===== src/rtl/exc_trk_pkg.sv =====
// Shared constants and the cause encoding for the exception tracker.
// Assumes a fixed five-stage order; fault bit index equals priority rank.
package exc_trk_pkg;
    localparam int FLAG_N   = 8;                   // fault bits per instruction
    localparam int CAUSE_W  = $clog2(FLAG_N + 1);  // room for "none" plus each bit
    localparam int STAGE_N  = 4;                   // tracked pipeline registers

    // Bit positions in the fault vector (earlier stage = lower index)
    localparam int FB_FETCH_PF   = 0;
    localparam int FB_FETCH_MIS  = 1;
    localparam int FB_FETCH_PROT = 2;
    localparam int FB_UNDEF      = 3;
    localparam int FB_ARITH      = 4;
    localparam int FB_DATA_PF    = 5;
    localparam int FB_DATA_MIS   = 6;
    localparam int FB_DATA_PROT  = 7;

    typedef enum logic [CAUSE_W-1:0] {
        CAUSE_NONE      = 4'd0,
        CAUSE_FETCH_PF  = 4'd1,
        CAUSE_FETCH_MIS = 4'd2,
        CAUSE_FETCH_PRT = 4'd3,
        CAUSE_UNDEF     = 4'd4,
        CAUSE_ARITH     = 4'd5,
        CAUSE_DATA_PF   = 4'd6,
        CAUSE_DATA_MIS  = 4'd7,
        CAUSE_DATA_PRT  = 4'd8
    } cause_e;
endpackage


===== src/rtl/exc_stage_reg.sv =====
// One pipeline register of fault tracking state: valid, PC, delay-slot
// marker, branch PC and the accumulated fault vector.
// Assumes flush has priority over stepping; faults of bubbles are dropped.
module exc_stage_reg #(
    parameter int PC_W   = 32,
    parameter int FLAG_N = 8
) (
    input  logic              clk,
    input  logic              rst_n,
    input  logic              adv,
    input  logic              flush,
    input  logic              d_valid,
    input  logic [PC_W-1:0]   d_pc,
    input  logic              d_slot,
    input  logic [PC_W-1:0]   d_bpc,
    input  logic [FLAG_N-1:0] d_flags,
    input  logic [FLAG_N-1:0] post_flags,
    output logic              q_valid,
    output logic [PC_W-1:0]   q_pc,
    output logic              q_slot,
    output logic [PC_W-1:0]   q_bpc,
    output logic [FLAG_N-1:0] q_flags
);
    // Capture the instruction from the previous stage, merging this stage's faults
    always_ff @(posedge clk) begin
        if (!rst_n || flush) begin
            q_valid <= 1'b0;
            q_pc    <= '0;
            q_slot  <= 1'b0;
            q_bpc   <= '0;
            q_flags <= '0;
        end else if (adv) begin
            q_valid <= d_valid;
            q_pc    <= d_pc;
            q_slot  <= d_slot;
            q_bpc   <= d_bpc;
            q_flags <= d_valid ? (d_flags | post_flags) : '0;
        end
    end
endmodule


===== src/rtl/exc_cause_enc.sv =====
// Priority encoder: lowest set fault bit wins and is reported as index+1.
// Assumes CAUSE_W can hold FLAG_N.
module exc_cause_enc #(
    parameter int FLAG_N  = 8,
    parameter int CAUSE_W = 4
) (
    input  logic [FLAG_N-1:0]  flags,
    output logic               any,
    output logic [CAUSE_W-1:0] cause
);
    // Scan from the lowest-priority bit down so the earliest stage overrides
    always_comb begin
        cause = '0;
        for (int i = FLAG_N - 1; i >= 0; i--) begin
            if (flags[i]) cause = CAUSE_W'(i + 1);
        end
    end

    // Any bit set means the instruction must trap
    assign any = |flags;
endmodule


===== src/rtl/exc_trap_capture.sv =====
// Trap-side registers: one-cycle pulse plus held cause and return context.
// Assumes take is asserted for one cycle per faulting instruction.
module exc_trap_capture #(
    parameter int PC_W    = 32,
    parameter int CAUSE_W = 4
) (
    input  logic               clk,
    input  logic               rst_n,
    input  logic               take,
    input  logic [CAUSE_W-1:0] cause_in,
    input  logic [PC_W-1:0]    pc_in,
    input  logic [PC_W-1:0]    bpc_in,
    input  logic               slot_in,
    output logic               pulse,
    output logic [CAUSE_W-1:0] cause,
    output logic [PC_W-1:0]    epc,
    output logic [PC_W-1:0]    bpc,
    output logic               in_slot
);
    // Pulse follows take by one edge and drops the next cycle
    always_ff @(posedge clk) begin
        if (!rst_n) pulse <= 1'b0;
        else        pulse <= take;
    end

    // Context is loaded only on a taken trap and held otherwise
    always_ff @(posedge clk) begin
        if (!rst_n) begin
            cause   <= '0;
            epc     <= '0;
            bpc     <= '0;
            in_slot <= 1'b0;
        end else if (take) begin
            cause   <= cause_in;
            epc     <= pc_in;
            bpc     <= slot_in ? bpc_in : '0;
            in_slot <= slot_in;
        end
    end
endmodule


===== src/rtl/exc_tracker.sv =====
// Precise exception tracker for a five-stage in-order pipeline.
// Carries a fault vector per instruction, gates stores and register writes
// of faulted instructions, and traps in program order at write-back.
// Assumes: stage index 0 = fetch inputs, 1 = decode, 2 = execute,
// 3 = memory, 4 = write-back; all stages step together on adv.
module exc_tracker
    import exc_trk_pkg::*;
#(
    parameter int PC_W = 32
) (
    input  logic               clk,
    input  logic               rst_n,
    input  logic               adv,
    input  logic               if_valid,
    input  logic [PC_W-1:0]    if_pc,
    input  logic               if_in_slot,
    input  logic [PC_W-1:0]    if_branch_pc,
    input  logic               if_page_fault,
    input  logic               if_misaligned,
    input  logic               if_protect,
    input  logic               id_undefined,
    input  logic               ex_arith,
    input  logic               mem_page_fault,
    input  logic               mem_misaligned,
    input  logic               mem_protect,
    input  logic               mem_store_req,
    input  logic               wb_write_req,
    output logic               mem_store_en,
    output logic               wb_write_en,
    output logic               trap_pulse,
    output logic [CAUSE_W-1:0] trap_cause,
    output logic [PC_W-1:0]    trap_epc,
    output logic [PC_W-1:0]    trap_branch_pc,
    output logic               trap_in_slot
);
    localparam int MEM_IDX = STAGE_N - 1;
    localparam int WB_IDX  = STAGE_N;

    logic [STAGE_N:0]                  st_valid;
    logic [STAGE_N:0][PC_W-1:0]        st_pc;
    logic [STAGE_N:0]                  st_slot;
    logic [STAGE_N:0][PC_W-1:0]        st_bpc;
    logic [STAGE_N:0][FLAG_N-1:0]      st_flags;
    logic [STAGE_N-1:0][FLAG_N-1:0]    post;

    logic               wb_fault;
    logic [CAUSE_W-1:0] wb_cause;
    logic               mem_clean;

    // Stage 0 is the fetch side, taken straight from the inputs
    assign st_valid[0] = if_valid;
    assign st_pc[0]    = if_pc;
    assign st_slot[0]  = if_in_slot;
    assign st_bpc[0]   = if_branch_pc;
    assign st_flags[0] = '0;

    // Fault bits each stage posts as its instruction leaves it
    always_comb begin
        post = '0;
        post[0][FB_FETCH_PF]   = if_page_fault;
        post[0][FB_FETCH_MIS]  = if_misaligned;
        post[0][FB_FETCH_PROT] = if_protect;
        post[1][FB_UNDEF]      = id_undefined;
        post[2][FB_ARITH]      = ex_arith;
        post[3][FB_DATA_PF]    = mem_page_fault;
        post[3][FB_DATA_MIS]   = mem_misaligned;
        post[3][FB_DATA_PROT]  = mem_protect;
    end

    // Chain of tracking registers, one per pipeline boundary
    for (genvar g = 0; g < STAGE_N; g++) begin : g_stage
        exc_stage_reg #(
            .PC_W   (PC_W),
            .FLAG_N (FLAG_N)
        ) u_reg (
            .clk        (clk),
            .rst_n      (rst_n),
            .adv        (adv),
            .flush      (wb_fault),
            .d_valid    (st_valid[g]),
            .d_pc       (st_pc[g]),
            .d_slot     (st_slot[g]),
            .d_bpc      (st_bpc[g]),
            .d_flags    (st_flags[g]),
            .post_flags (post[g]),
            .q_valid    (st_valid[g+1]),
            .q_pc       (st_pc[g+1]),
            .q_slot     (st_slot[g+1]),
            .q_bpc      (st_bpc[g+1]),
            .q_flags    (st_flags[g+1])
        );
    end

    // Examine the write-back instruction's vector
    exc_cause_enc #(
        .FLAG_N  (FLAG_N),
        .CAUSE_W (CAUSE_W)
    ) u_enc (
        .flags (st_flags[WB_IDX]),
        .any   (),
        .cause (wb_cause)
    );

    // A valid write-back instruction with any fault takes the trap
    assign wb_fault = st_valid[WB_IDX] && (wb_cause != '0);

    // Memory-stage store allowed only for a clean, unflushed instruction
    assign mem_clean    = st_valid[MEM_IDX] && ((st_flags[MEM_IDX] | post[MEM_IDX]) == '0);
    assign mem_store_en = mem_store_req && mem_clean && !wb_fault;

    // Register write allowed only for a clean write-back instruction
    assign wb_write_en  = wb_write_req && st_valid[WB_IDX] && (st_flags[WB_IDX] == '0);

    // Trap pulse and saved return context
    exc_trap_capture #(
        .PC_W    (PC_W),
        .CAUSE_W (CAUSE_W)
    ) u_cap (
        .clk      (clk),
        .rst_n    (rst_n),
        .take     (wb_fault),
        .cause_in (wb_cause),
        .pc_in    (st_pc[WB_IDX]),
        .bpc_in   (st_bpc[WB_IDX]),
        .slot_in  (st_slot[WB_IDX]),
        .pulse    (trap_pulse),
        .cause    (trap_cause),
        .epc      (trap_epc),
        .bpc      (trap_branch_pc),
        .in_slot  (trap_in_slot)
    );
endmodule


===== config.mk =====
export PLATFORM = sky130hd
export DESIGN_NAME = exc_tracker
export DESIGN_NICKNAME = d
export VERILOG_FILES = /design/src/rtl/exc_trk_pkg.sv /design/src/rtl/exc_stage_reg.sv /design/src/rtl/exc_cause_enc.sv /design/src/rtl/exc_trap_capture.sv /design/src/rtl/exc_tracker.sv
export SDC_FILE = /design/constraint.sdc
export NUM_CORES = 1
export LEC_CHECK = 0
export BUFFER_PORTS_ARGS = -buffer_cell sky130_fd_sc_hd__buf_2
export CAP_MARGIN = 25
export CORE_ASPECT_RATIO = 0.8
export CORE_MARGIN = 8
export CORE_UTILIZATION = 57
export DETAILED_ROUTE_END_ITERATION = 16
export PLACE_DENSITY = 0.81
export SKIP_CTS_REPAIR_TIMING = 1
export SLEW_MARGIN = 40
export SYNTH_ARGS = -nofsm -noshare
export SYNTH_HDL_FRONTEND = slang
export SYNTH_SLANG_ARGS = --single-unit

===== constraint.sdc =====
create_clock -name clk -period 1.7 [get_ports clk]
set_input_delay 0.17 -clock clk [delete_from_list [all_inputs] [get_ports clk]]
set_output_delay 0.17 -clock clk [all_outputs]
set_load 0.01 [all_outputs]

Word level (Yosys, flattened, before mapping)
Index checks and enable logic that the tools add are counted.

Bitwise gates (word level): 3. Mux-type cells: 13. Reductions and logical operators: 12.

Operators with widths (number): $mux W32 (1); $mux W4 (8); $mux W8 (3); $logic_not A8 Y1 (2); $or A8 B4 Y8 (1); $or A8 B5 Y8 (1); $or A8 B8 Y8 (1); $logic_and A1 B1 Y1 (6); $reduce_bool A4 Y1 (1); $mux W3 (1); $logic_not A1 Y1 (2); $logic_or A1 B1 Y1 (1).

Output and inout bits: 72. Bits of input ports: 79. Logic and storage cells: 53. Bits in registers: 366.

Logic depth before layout (Yosys ltp)
Gate-level depths: netlist of the first run.

Depth after elaboration: 12. Gate-level depth with buffers: 7. Gate-level depth less buffers: 4.

Hierarchy
Synthesis of the first run repeated with hierarchy kept, for this count alone.

Cell total of the unflattened synthesis: 1286. Area total of the unflattened synthesis: 13724.4 um^2.

By module, submodules not included: exc_stage_reg (seq. area each 1481.4 um^2, area each 2713.9 um^2, cells an instance 249, times used 4); exc_trap_capture (seq. area each 1401.3 um^2, area each 2702.6 um^2, cells an instance 264, times used 1); exc_cause_enc (seq. area each 0.0 um^2, area each 88.8 um^2, cells an instance 14, times used 1); exc_tracker (seq. area each 0.0 um^2, area each 77.6 um^2, cells an instance 12, times used 1).

Worst setup path after synthesis of the first run
OpenSTA, ideal clock, no wires.

Path kind: register -> register. From: register g_stage[3].u_reg.q_flags[3]. To: register u_cap.epc[0]. Data required time: 1.571 ns. Stages on the path, launching flop included: 8. Library setup time: 0.129 ns. Arrival: 1.386 ns. Path buffers: 3. Setup slack: 0.185 ns. Period minus slack after synthesis: 1.515 ns. Cell sequence: dfxtp_1 nor4_4 a31oi_1 buf_2 buf_2 buf_2 nand3_1 o21ai_0.

Cells in the longest elaborated chain, start to end: 6.

RTL lines: start, declared (line exc_stage_reg.sv:22) `output logic [FLAG_N-1:0] q_flags`; start signal, assigned (line exc_stage_reg.sv:37) `q_flags <= d_valid ? (d_flags | post_flags) : '0;`; $mux W4 (4 in series) (line exc_cause_enc.sv:15) `if (flags[i]) cause = CAUSE_W'(i + 1);`; $reduce_bool A4 Y1 (line exc_tracker.sv:105) `assign wb_fault = st_valid[WB_IDX] && (wb_cause != '0);`; $logic_and A1 B1 Y1 (line exc_tracker.sv:105); end signal, assigned (line exc_trap_capture.sv:35) `epc <= pc_in;`; end, declared (line exc_trap_capture.sv:16) `output logic [PC_W-1:0] epc,`.

Every way passes these cells. A chain may end at the register's enable or synchronous reset.

Final worst setup path of the first run
From: register g_stage[3].u_reg.q_flags[6]. To: output port mem_store_en.

Cells in the longest elaborated chain, start to end: 11.

RTL lines: $mux W4 (7 in series) (line exc_cause_enc.sv:15); $reduce_bool A4 Y1 (line exc_tracker.sv:105); $logic_and A1 B1 Y1 (line exc_tracker.sv:105); $logic_not A1 Y1 (line exc_tracker.sv:109) `assign mem_store_en = mem_store_req && mem_clean && !wb_fault;`; $logic_and A1 B1 Y1 (line exc_tracker.sv:109); end, declared (line exc_tracker.sv:28) `output logic mem_store_en,`.

Every way passes these cells.

==> summary.md, run 1 <==
| Metric | Value |
|---|---|
| CP max stage delay | ~0.36 ns |
| Layout Utilization | between 70% and 80% |
| Layout cells sized above 1 | between 20 and 30% |
| Post-Synth Simple-Gate Area | between 10% and 20% |
| Worst-path fanout max | 6 |
| Critical Path Slowest Stage Cell | dfxtp_4 |
| Avg Cell Area, Syn | 10.1 um^2 |
| Final Cycle Share | 117% |
| #FFs+latches synth | ~350 |
| Placer congestion estimate | ~0.75 |
| Worst reg2reg endpoint | g_stage[2].u_reg.q_bpc[19] |
| IR Drop Worst-Case VDD | between 0.0007 and 0.0008 V |
| Number of synthesized flops with an enable pin | 0 |
| WHS Endpoint | g_stage[0].u_reg.q_valid |
| Post-synth top flop | dfxtp_1 |
| Root Driver | clkbuf_16 |
| Die area | roughly 27000 um^2 |
| Global-route wire length before repair | around 42000 um |
| Most area-consuming cells after synthesis | dfxtp_1 56%, mux2i_1 21%, nor2_1 7.5% |
| Critical R2R Launch | g_stage[3].u_reg.q_flags[6] |
| Initial drt markers | around 490 |
| Max Freq | between 500 and 600 MHz |
| Required @ worst endpoint | about 1.5 ns |
| Largest net degree at the start of global routing | 134 |
| Initial antenna violation count | 0 |
| Worst slew pin tran | between 0.5 and 0.6 ns |
| Top cells by count, synth | 354 x dfxtp_1, 263 x mux2i_1, 254 x nor2_1 |
| Yosys top cell by area | dfxtp_1 |
| Htree depth | 2 |
| Placed cells | approximately 1700 |
| GR Overflow Total | 0 |
| Vias in the first global route | 8806 |
| Worst hold slack | a little over 0.01 ns |
| Tmin final | approximately 2.0 ns |
| CTS Sinks | between 300 and 400 |
| Compound-Gate Fraction of Synth Area | ~4.0% |
| Hold_sp | if_valid |
| TritonCTS clock tree | built |
| HPWL after detailed placement | between 15000 and 20000 um |
| Maximum root-to-sink buffer count | 3 |
| Top delay family on crit path | buffers and inverters |
| Final Hold Viols | 0 |
| RSZ-0062 raised after global routing | true |
| # DRC | 0 |
| Crit path cell chain | nor4_4, buf_4, a31oi_4, buf_12, nor2_1, buf_2 |
| Area Growth Syn to Fin | 33.4% |
| PortBufs | 150 |
| Std cell rows | 49 |
| Yosys warnings | 0 |
| Worst path bufs/invs | 3 |
| PwrDens | approximately 1100 nW/um^2 |
| Unique masters post-synth | 27 |
| Synth Area in Adders | 0% |
| Finished Layout Cells | around 1800 |
| WP data arrival | approximately 1.8 ns |
| Slew Limit Fails | 0 |
| Normalized max-slew margin | 60.5% |
| Status | finished with violations |
| Total Wirelength | between 30000 and 40000 um |
| GRT Overall Usage | a little under a fifth |
| Ys async rst share | 0% |
| WHS Path Cells | 3 |
| CP Class | flop to primary output |
| Lkg Pwr | between 7 and 8 nW |
| Worst Setup Start Kind | flop |
| Failing checks | setup timing |
| XOR/XNOR Fraction of Synth Area | 0% |
| Final worst setup slack | -0.295 ns |
| Setup Viol. Count Final | ~290 |
| Worst hold-check path type | input port to flop |
| Main combinational cell family by area after synthesis | multiplexers |
| Register area share after synthesis | approximately 56% |
| # Max-Cap Violations | 0 |
| Wirelength per Cell | about 18 um |
| Core area | about 22000 um^2 |
| Reg clk slew, reported paths | around 0.06 ns |
| Vias per cell | ~5.4 |
| TritonCTS Buffers | 34 |
| Layout Skew | 0.0144 ns |
| Initial Util | between 50% and 60% |
| Final net count | approximately 1600 |
| Mapped Nets | 1344 |
| Top cell type's share of synthesized area | between 50% and 60% |
| # diodes | 0 |
| Count leader, synth | dfxtp_1 |
| Post-DRT Antenna Nets | 0 |
| Die Y | approximately 150 um |
| Synthesized instance count | ~1300 |
| IO Pins | 151 |
| DRT Pass-1 Iters | 5 |
| R2R setup slack | -0.25 ns |
| Mux share of post-synthesis cell area | between 20% and 30% |
| Routed vias | around 10000 |
| Reg2Reg Depth | 9 |
| Worst Setup End Kind | primary output |
| Clk_lat worst skew | between 0.5 and 0.6 ns |
| Synth Cell Area | 12700 um^2 |
| DIE WIDTH | between 150 and 200 um |
## per-stage QoR
| stage | cell area [um^2] | power (mW) | worst slack, ns | setup TNS, ns |
|---|---|---|---|---|
| after floorplan | 12700 | 9.42 | 0.185 | 0 |
| after global placement | 13700 | 9.63 | -0.00617 | -0.0121 |
| after detailed placement | 13700 | 9.65 | -0.0732 | -7.55 |
| after CTS | 14900 | 17.4 | -0.453 | -16.06 |
| after global routing | 17000 | 18.4 | -0.335 | -59.37 |
| final | 17000 | 17.9 | -0.295 | -42.80 |
## sequential cells by signal (all words and copies together) (netlist names)
register and count:
g_stage.u_reg.q_bpc 128, g_stage.u_reg.q_flags 20, g_stage.u_reg.q_pc 128, g_stage.u_reg.q_slot 4, g_stage.u_reg.q_valid 4, u_cap.bpc 32
u_cap.cause 4, u_cap.epc 32, u_cap.in_slot 1, u_cap.pulse 1
## worst min-delay path, cell delays in order
cell and delay (ns):
buf_2 0.13, mux2i_1 0.09, nor2_2 0.09
## power breakdown
group / leakage [nW] / switching [mW] / internal, mW
Clock: 0.574 / 3.17 / 4.72
Sequential: 2.87 / 0.105 / 8.48
Combinational: 3.91 / 0.695 / 0.708
Total: 7.35 / 3.97 / 13.9
## cell usage in the layout (no fill, tap or decap), types with 4 or more instances in the layout
cell             n
buf_4           28
clkbuf_1         4
nor2_2         134
nor2_4           8
a21oi_1          8
buf_12          23
buf_6            5
a21oi_2          7
dlygate4sd3_1   74
dfxtp_1        350
mux2i_1        263
a22oi_1          7
buf_2          148
inv_1            5
clkbuf_16       55
buf_16           5
nand3_1         46
nand4_1         33
clkbuf_8         7
o21ai_0         68
nand2_1         82
nor2_1         132
buf_8            4
## routing by layer
metal  track usage, %  vias to the layer above  part of all wire (%)
met5                0                        -                     0
met4             5.07                        0                   2.3
met3             3.81                       65                   5.8
met2             29.8                      303                    48
met1             23.6                     4847                    44
li1                 -                     4746                     -
## layout make-up
| cell class | instances | area [um^2] |
|---|---|---|
| Fill cell | 1405 | 5200 |
| Sequential cell | 354 | 7090 |
| Clock buffer | 48 | 1040 |
| Clock inverter | 10 | 138 |
| Inverter | 5 | 18.8 |
| Multi-Input combinational cell | 806 | 5470 |
| Tap cell | 306 | 383 |
| Timing Repair Buffer | 305 | 2860 |
## logic make-up after synthesis
kind of cell / Yosys count
compound gates: 96
buf+inv: 105
flops: 354
mux: 263
simple gates: 447
## how the worst max path moves through the flow
stage               cells past startpoint                   startpoint                          to  slack (ns)
detailed placement                      6  g_stage[3].u_reg.q_flags[0]  g_stage[2].u_reg.q_bpc[11]       -0.07
floorplan                               7  g_stage[3].u_reg.q_flags[3]                u_cap.epc[0]        0.18
finish                                  6  g_stage[3].u_reg.q_flags[6]                mem_store_en       -0.30
global placement                        6  g_stage[3].u_reg.q_flags[0]   g_stage[0].u_reg.q_bpc[8]      -0.006
CTS                                     4  g_stage[3].u_reg.q_flags[3]                 wb_write_en       -0.45
global route                            6  g_stage[3].u_reg.q_flags[6]                mem_store_en       -0.33
Note: power is estimated with default switching activity, not from simulation.
==> run 2, diff against run 1 <==
RECOVER_POWER = 25   (was unset)
==> run 2 against run 1 <==
The flow still finishes with violations (setup timing). Highest routed layer unchanged. Die area did not move. Critical endpoint unchanged. Utilization barely moved. Sequential share of layout area barely moved.
==> summary.md, run 2 (same netlist as run 1, synthesis figures left out) <==
| Metric | Value |
|---|---|
| Worst slack, placed | -0.0732 ns |
| DIE WIDTH | between 150 and 200 um |
| Initial drt markers | 495 |
| Worst Setup End Kind | primary output |
| Area Growth Syn to Fin | 33.4% |
| Vias per cell | approximately 5.4 |
| Critical R2R Launch | g_stage[3].u_reg.q_flags[6] |
| Wirelength per Cell | between 15 and 20 um |
| Top Registers | g_stage.u_reg.q_bpc: 128 flops, g_stage.u_reg.q_pc: 128 flops |
| WP data arrival | around 1.8 ns |
| Core area | approximately 22000 um^2 |
| PortBufs | 150 |
| Layout Skew | about 0.014 ns |
| Reg clk slew, reported paths | ~0.060 ns |
| Failing checks | setup timing |
| Worst hold-check path type | input port to flop |
| Clock power frac | approximately 44% |
| Sequential Power Share | 48.0% |
| Status | finished with violations |
| HPWL after detailed placement | roughly 16000 um |
| CP Class | flop to primary output |
| # Max-Cap Violations | 0 |
| GRT Overall Usage | between 10% and 20% |
| Switch share | 22.2% |
| Maximum root-to-sink buffer count | 3 |
| Final worst setup slack | -0.283 ns |
| Hold_sp | if_valid |
| IR Drop Worst-Case VDD | about 0.00077 V |
| Most common cell after layout, fill and taps aside | dfxtp_1 |
| PwrDens | around 1100 nW/um^2 |
| Placed cells | 1651 |
| Std cell rows | between 40 and 50 |
| Vias in the first global route | a little under 9000 |
| Global-route wire length before repair | 42000 um |
| Psw | around 4 mW |
| Tmin final | 1.98 ns |
| Slew Limit Fails | 0 |
| IO Pins | between 150 and 200 |
| Worst Setup Start Kind | flop |
| Final net count | 1585 |
| Filler cells | 1406 |
| Worst Setup SP | g_stage[3].u_reg.q_flags[6] |
| Placed cell areas | roughly 14000 um^2 |
| # DRC | 0 |
| RSZ-0062 raised after global routing | true |
| # diodes | 0 |
| Layout cells sized above 1 | between 20 and 30% |
| Final Cycle Share | 117% |
| Cell Int Power | between 10 and 15 mW |
| Initial Util | between 50 and 60% |
| TritonCTS clock tree | built |
| Lkg Pwr | approximately 7.4 nW |
| Placer congestion estimate | ~0.75 |
| Root Driver | clkbuf_16 |
| Required @ worst endpoint | ~1.5 ns |
| DRT Pass-1 Iters | 5 |
| Setup Viol. Count Final | ~290 |
| Final Hold Viols | 0 |
| Initial antenna violation count | 0 |
| Total Wirelength | ~34000 um |
| Worst-path fanout max | 6 |
| Fin area | 17000 um^2 |
| Combinational Power Share | 7.8% |
| Most frequent cells in the layout | 350 x dfxtp_1, 263 x mux2i_1, 147 x buf_2 |
| Die area | ~27000 um^2 |
| GR Overflow Total | 0 |
| Worst hold slack | ~0.0099 ns |
| Final TNS setup | -42.76 ns |
| CTS Sinks | around 350 |
| Clk_lat worst skew | approximately 0.51 ns |
| Max Freq | between 500 and 600 MHz |
| Worst slew pin tran | roughly 0.59 ns |
| Die Y | 150 um |
| Normalized max-slew margin | 60.5% |
| TritonCTS Buffers | 34 |
| Post-DRT Antenna Nets | 0 |
| Finished Layout Cells | around 1800 |
| Routed vias | approximately 10000 |
| Htree depth | 2 |
| Largest net degree at the start of global routing | roughly 130 |
[run 2: changes by cell type in the layout (fill, tap and decap cells not counted)]
cell | previous run | this run
buf_2 | 148 | 147
clkbuf_1 | 4 | 5
[run 2: per-layer routing]
| metal | up-vias | track usage (%) | routed length, um |
|---|---|---|---|
| li1 | 4746 | - | - |
| met1 | 4844 | 23.6 | 14900 |
| met2 | 297 | 29.8 | 16000 |
| met3 | 63 | 3.81 | 1950 |
| met4 | 0 | 5.07 | 754 |
| met5 | - | 0 | 0 |
[run 2: path summary, 6_finish.rpt]
path                                                   end  slack, ns  cells after the start
worst max register to register  g_stage[2].u_reg.q_bpc[19]      -0.25                      9
worst max-delay path                          mem_store_en      -0.28                      6
worst min-delay path              g_stage[0].u_reg.q_valid       0.01                      3
worst min register to register                u_cap.epc[5]       0.46                      2
[run 2: power by group through the flow]
stage,combinational (mW),sequential (mW),clock (mW)
3_5_place_dp,0.885,8.77,0
2_1_floorplan,0.686,8.74,0
6_report,1.40,8.59,7.88
5_1_grt,1.48,8.60,8.30
4_1_cts,0.890,8.58,7.95
3_3_place_gp,0.866,8.76,0
[run 2: final cells by class]
class,count,area (um^2),share of cell area (%)
Clock inverter,10,138,0.810
Timing Repair Buffer,305,2860,16.8
Inverter,5,18.8,0.110
Sequential cell,354,7090,41.7
Tap cell,306,383,2.25
Multi-Input combinational cell,806,5470,32.2
Clock buffer,48,1040,6.10
[run 2: critical path: stages, from the launching register on]
cell	delay [ns]
dfxtp_4	0.36
nor4_4	0.26
buf_4	0.18
a31oi_4	0.13
buf_12	0.16
nor2_1	0.07
buf_2	0.14
[run 2: metrics by stage]
stage | utilization (%) | power, mW
after CTS | 67.2 | 17.4
after floorplan | - | 9.42
after detailed placement | 61.9 | 9.65
after global routing | 76.6 | 18.4
after global placement | 61.9 | 9.63
final | 76.6 | 17.9
==> run 3, diff against run 2 <==
CORE_UTILIZATION = 37   (was 57)
CTS_CLUSTER_SIZE = 12   (was unset)
PLACE_DENSITY = 0.58   (was 0.81)
SYNTH_HIERARCHICAL = 1   (was unset)
==> run 3 against run 2 <==
The flow finishes with violations (hold timing, setup timing). Clock skew decreased by 0.0035 ns. Critical path type unchanged. Synthesized cell count increased by 1.6%. Global-route usage decreased by 4.5 points. Wire length decreased by 1.3%. Largest cell class unchanged. Utilization decreased by 29 points. Largest power group unchanged. Via count decreased by 4.8%. Hold slack got worse by 0.020 ns. Power increased by 0.78%.
==> summary.md, run 3 <==
| Metric | Value |
|---|---|
| Status | finished with violations |
| Failing checks | hold timing, setup timing |
| Lkg Pwr | about 7.4 nW |
| # DRC | 0 |
| Initial antenna violation count | 0 |
| Avg Cell Area, Syn | 10.7 um^2 |
| PwrDens | between 1000 and 1500 nW/um^2 |
| Setup Viol. Count Final | 368 |
| Worst Setup End Kind | primary output |
| Area Growth Syn to Fin | 27.6% |
| Wirelength per Cell | 16.1 um |
| Final TNS setup | -95.19 ns |
| Global-route wire length before repair | just under 50000 um |
| Reg clk slew, reported paths | 0.06 ns |
| Htree depth | 2 |
| Post-DRT Antenna Nets | 0 |
| Tmin final | ~2.2 ns |
| Layout cells sized above 1 | 18.9% |
| HPWL after detailed placement | 19500 um |
| Top Registers | g_stage.u_reg/q_bpc: 128 flops, g_stage.u_reg/q_pc: 128 flops |
| Worst Setup Start Kind | flop |
| Max Freq | ~460 MHz |
| Synthesized instance count | between 1000 and 1500 |
| Clk_lat worst skew | ~0.53 ns |
| Placer congestion estimate | 0.754 |
| Total Wirelength | ~33000 um |
| Most common cell after layout, fill and taps aside | dfxtp_1 |
| Root Driver | clkbuf_16 |
| Worst-path fanout max | 5 |
| Routed vias | about 9500 |
| Synth Cell Area | approximately 14000 um^2 |
| DIE WIDTH | roughly 230 um |
| Slew Limit Fails | 0 |
| TritonCTS clock tree | built |
| Die Y | 188 um |
| Final Hold Viols | 1 |
| GRT Overall Usage | between 10% and 20% |
| # Max-Cap Violations | 0 |
| Core area | 36800 um^2 |
| WHS Path Cells | 3 |
| Placed cells | roughly 1900 |
| CTS Sinks | 366 |
| Filler cells | approximately 3400 |
| Reg2Reg Depth | 8 |
| DRT Pass-1 Iters | 4 |
| Initial drt markers | ~430 |
| TritonCTS Buffers | 39 |
| # diodes | 0 |
| Vias in the first global route | 9275 |
| Worst hold slack | -0.0103 ns |
| WP data arrival | roughly 2 ns |
| Std cell rows | 63 |
| Layout Skew | around 0.011 ns |
| Finished Layout Cells | around 2100 |
| Yosys warnings | 6 |
| IR Drop Worst-Case VDD | just under 0.0008 V |
| PortBufs | 150 |
| Vias per cell | between 4 and 5 |
| IO Pins | around 150 |
| Layout Utilization | between 40% and 50% |
| RSZ-0062 raised after global routing | true |
| Maximum root-to-sink buffer count | 3 |
| Final worst setup slack | -0.453 ns |
| Final net count | ~1600 |
| Die area | roughly 44000 um^2 |
| Largest net degree at the start of global routing | 48 |
| CP Class | flop to primary output |
| Initial Util | 37.3% |
| Final Cycle Share | 127% |
| R2R setup slack | -0.35 ns |
| Most frequent cells in the layout | 359 x dfxtp_1, 300 x mux2i_1, 248 x nor2_1 |
| Worst hold-check path type | input port to flop |
| GR Overflow Total | 0 |
| Required @ worst endpoint | 1.53 ns |
-- run 3: area by class of cell --
| cell class | count | area [um^2] | area share [%] |
|---|---|---|---|
| clock buffer | 57 | 1140 | 6.49 |
| clock inverter | 3 | 20.0 | 0.114 |
| inverter | 2 | 7.51 | 0.0429 |
| multi-input combinational | 854 | 5820 | 33.2 |
| sequential | 366 | 7340 | 42.0 |
| tap | 487 | 609 | 3.48 |
| timing repair buffer | 289 | 2560 | 14.7 |
-- run 3: metal layers --
metal | up-vias | track usage (%) | share of wire (%)
li1 | 4831 | - | -
met1 | 4440 | 17.8 | 48
met2 | 152 | 21.3 | 45
met3 | 50 | 3.71 | 5.4
met4 | 0 | 4.04 | 1.7
met5 | - | 0 | 0
-- run 3: worst max-delay path, cell delays in order, from the launching register on --
cell and delay (ns):
dfxtp_2 0.39, nor4_4 0.07, and3_1 0.20, o41a_4 0.52
nor3_4 0.13, buf_2 0.15
-- run 3: per-stage QoR --
stage | instance area, um^2 | setup slack, ns | total power [mW]
4_1_cts | 16200 | -0.752 | 18.0
2_1_floorplan | 13800 | 0.00487 | 9.82
5_1_grt | 17500 | -0.537 | 18.8
6_report | 17500 | -0.453 | 18.0
3_5_place_dp | 15000 | -0.207 | 10.1
3_3_place_gp | 15000 | -0.189 | 10.1
-- run 3: worst paths after layout --
| path | start | endpoint |
|---|---|---|
| worst min register to register | g_stage[3].u_reg/q_bpc[22] | u_cap/bpc[22] |
| worst max-delay path | g_stage[3].u_reg/q_flags[3] | mem_store_en |
| worst min-delay path | id_undefined | g_stage[1].u_reg/q_flags[3] |
| worst max register to register | g_stage[3].u_reg/q_flags[3] | g_stage[0].u_reg/q_pc[31] |
-- run 3: report_power, final --
| part | internal (mW) | total [mW] | switching, mW |
|---|---|---|---|
| registers | 8.78 | 8.89 | 0.111 |
| logic | 0.667 | 1.30 | 0.632 |
| clock network | 4.58 | 7.83 | 3.24 |
| total | 14.0 | 18.0 | 3.99 |
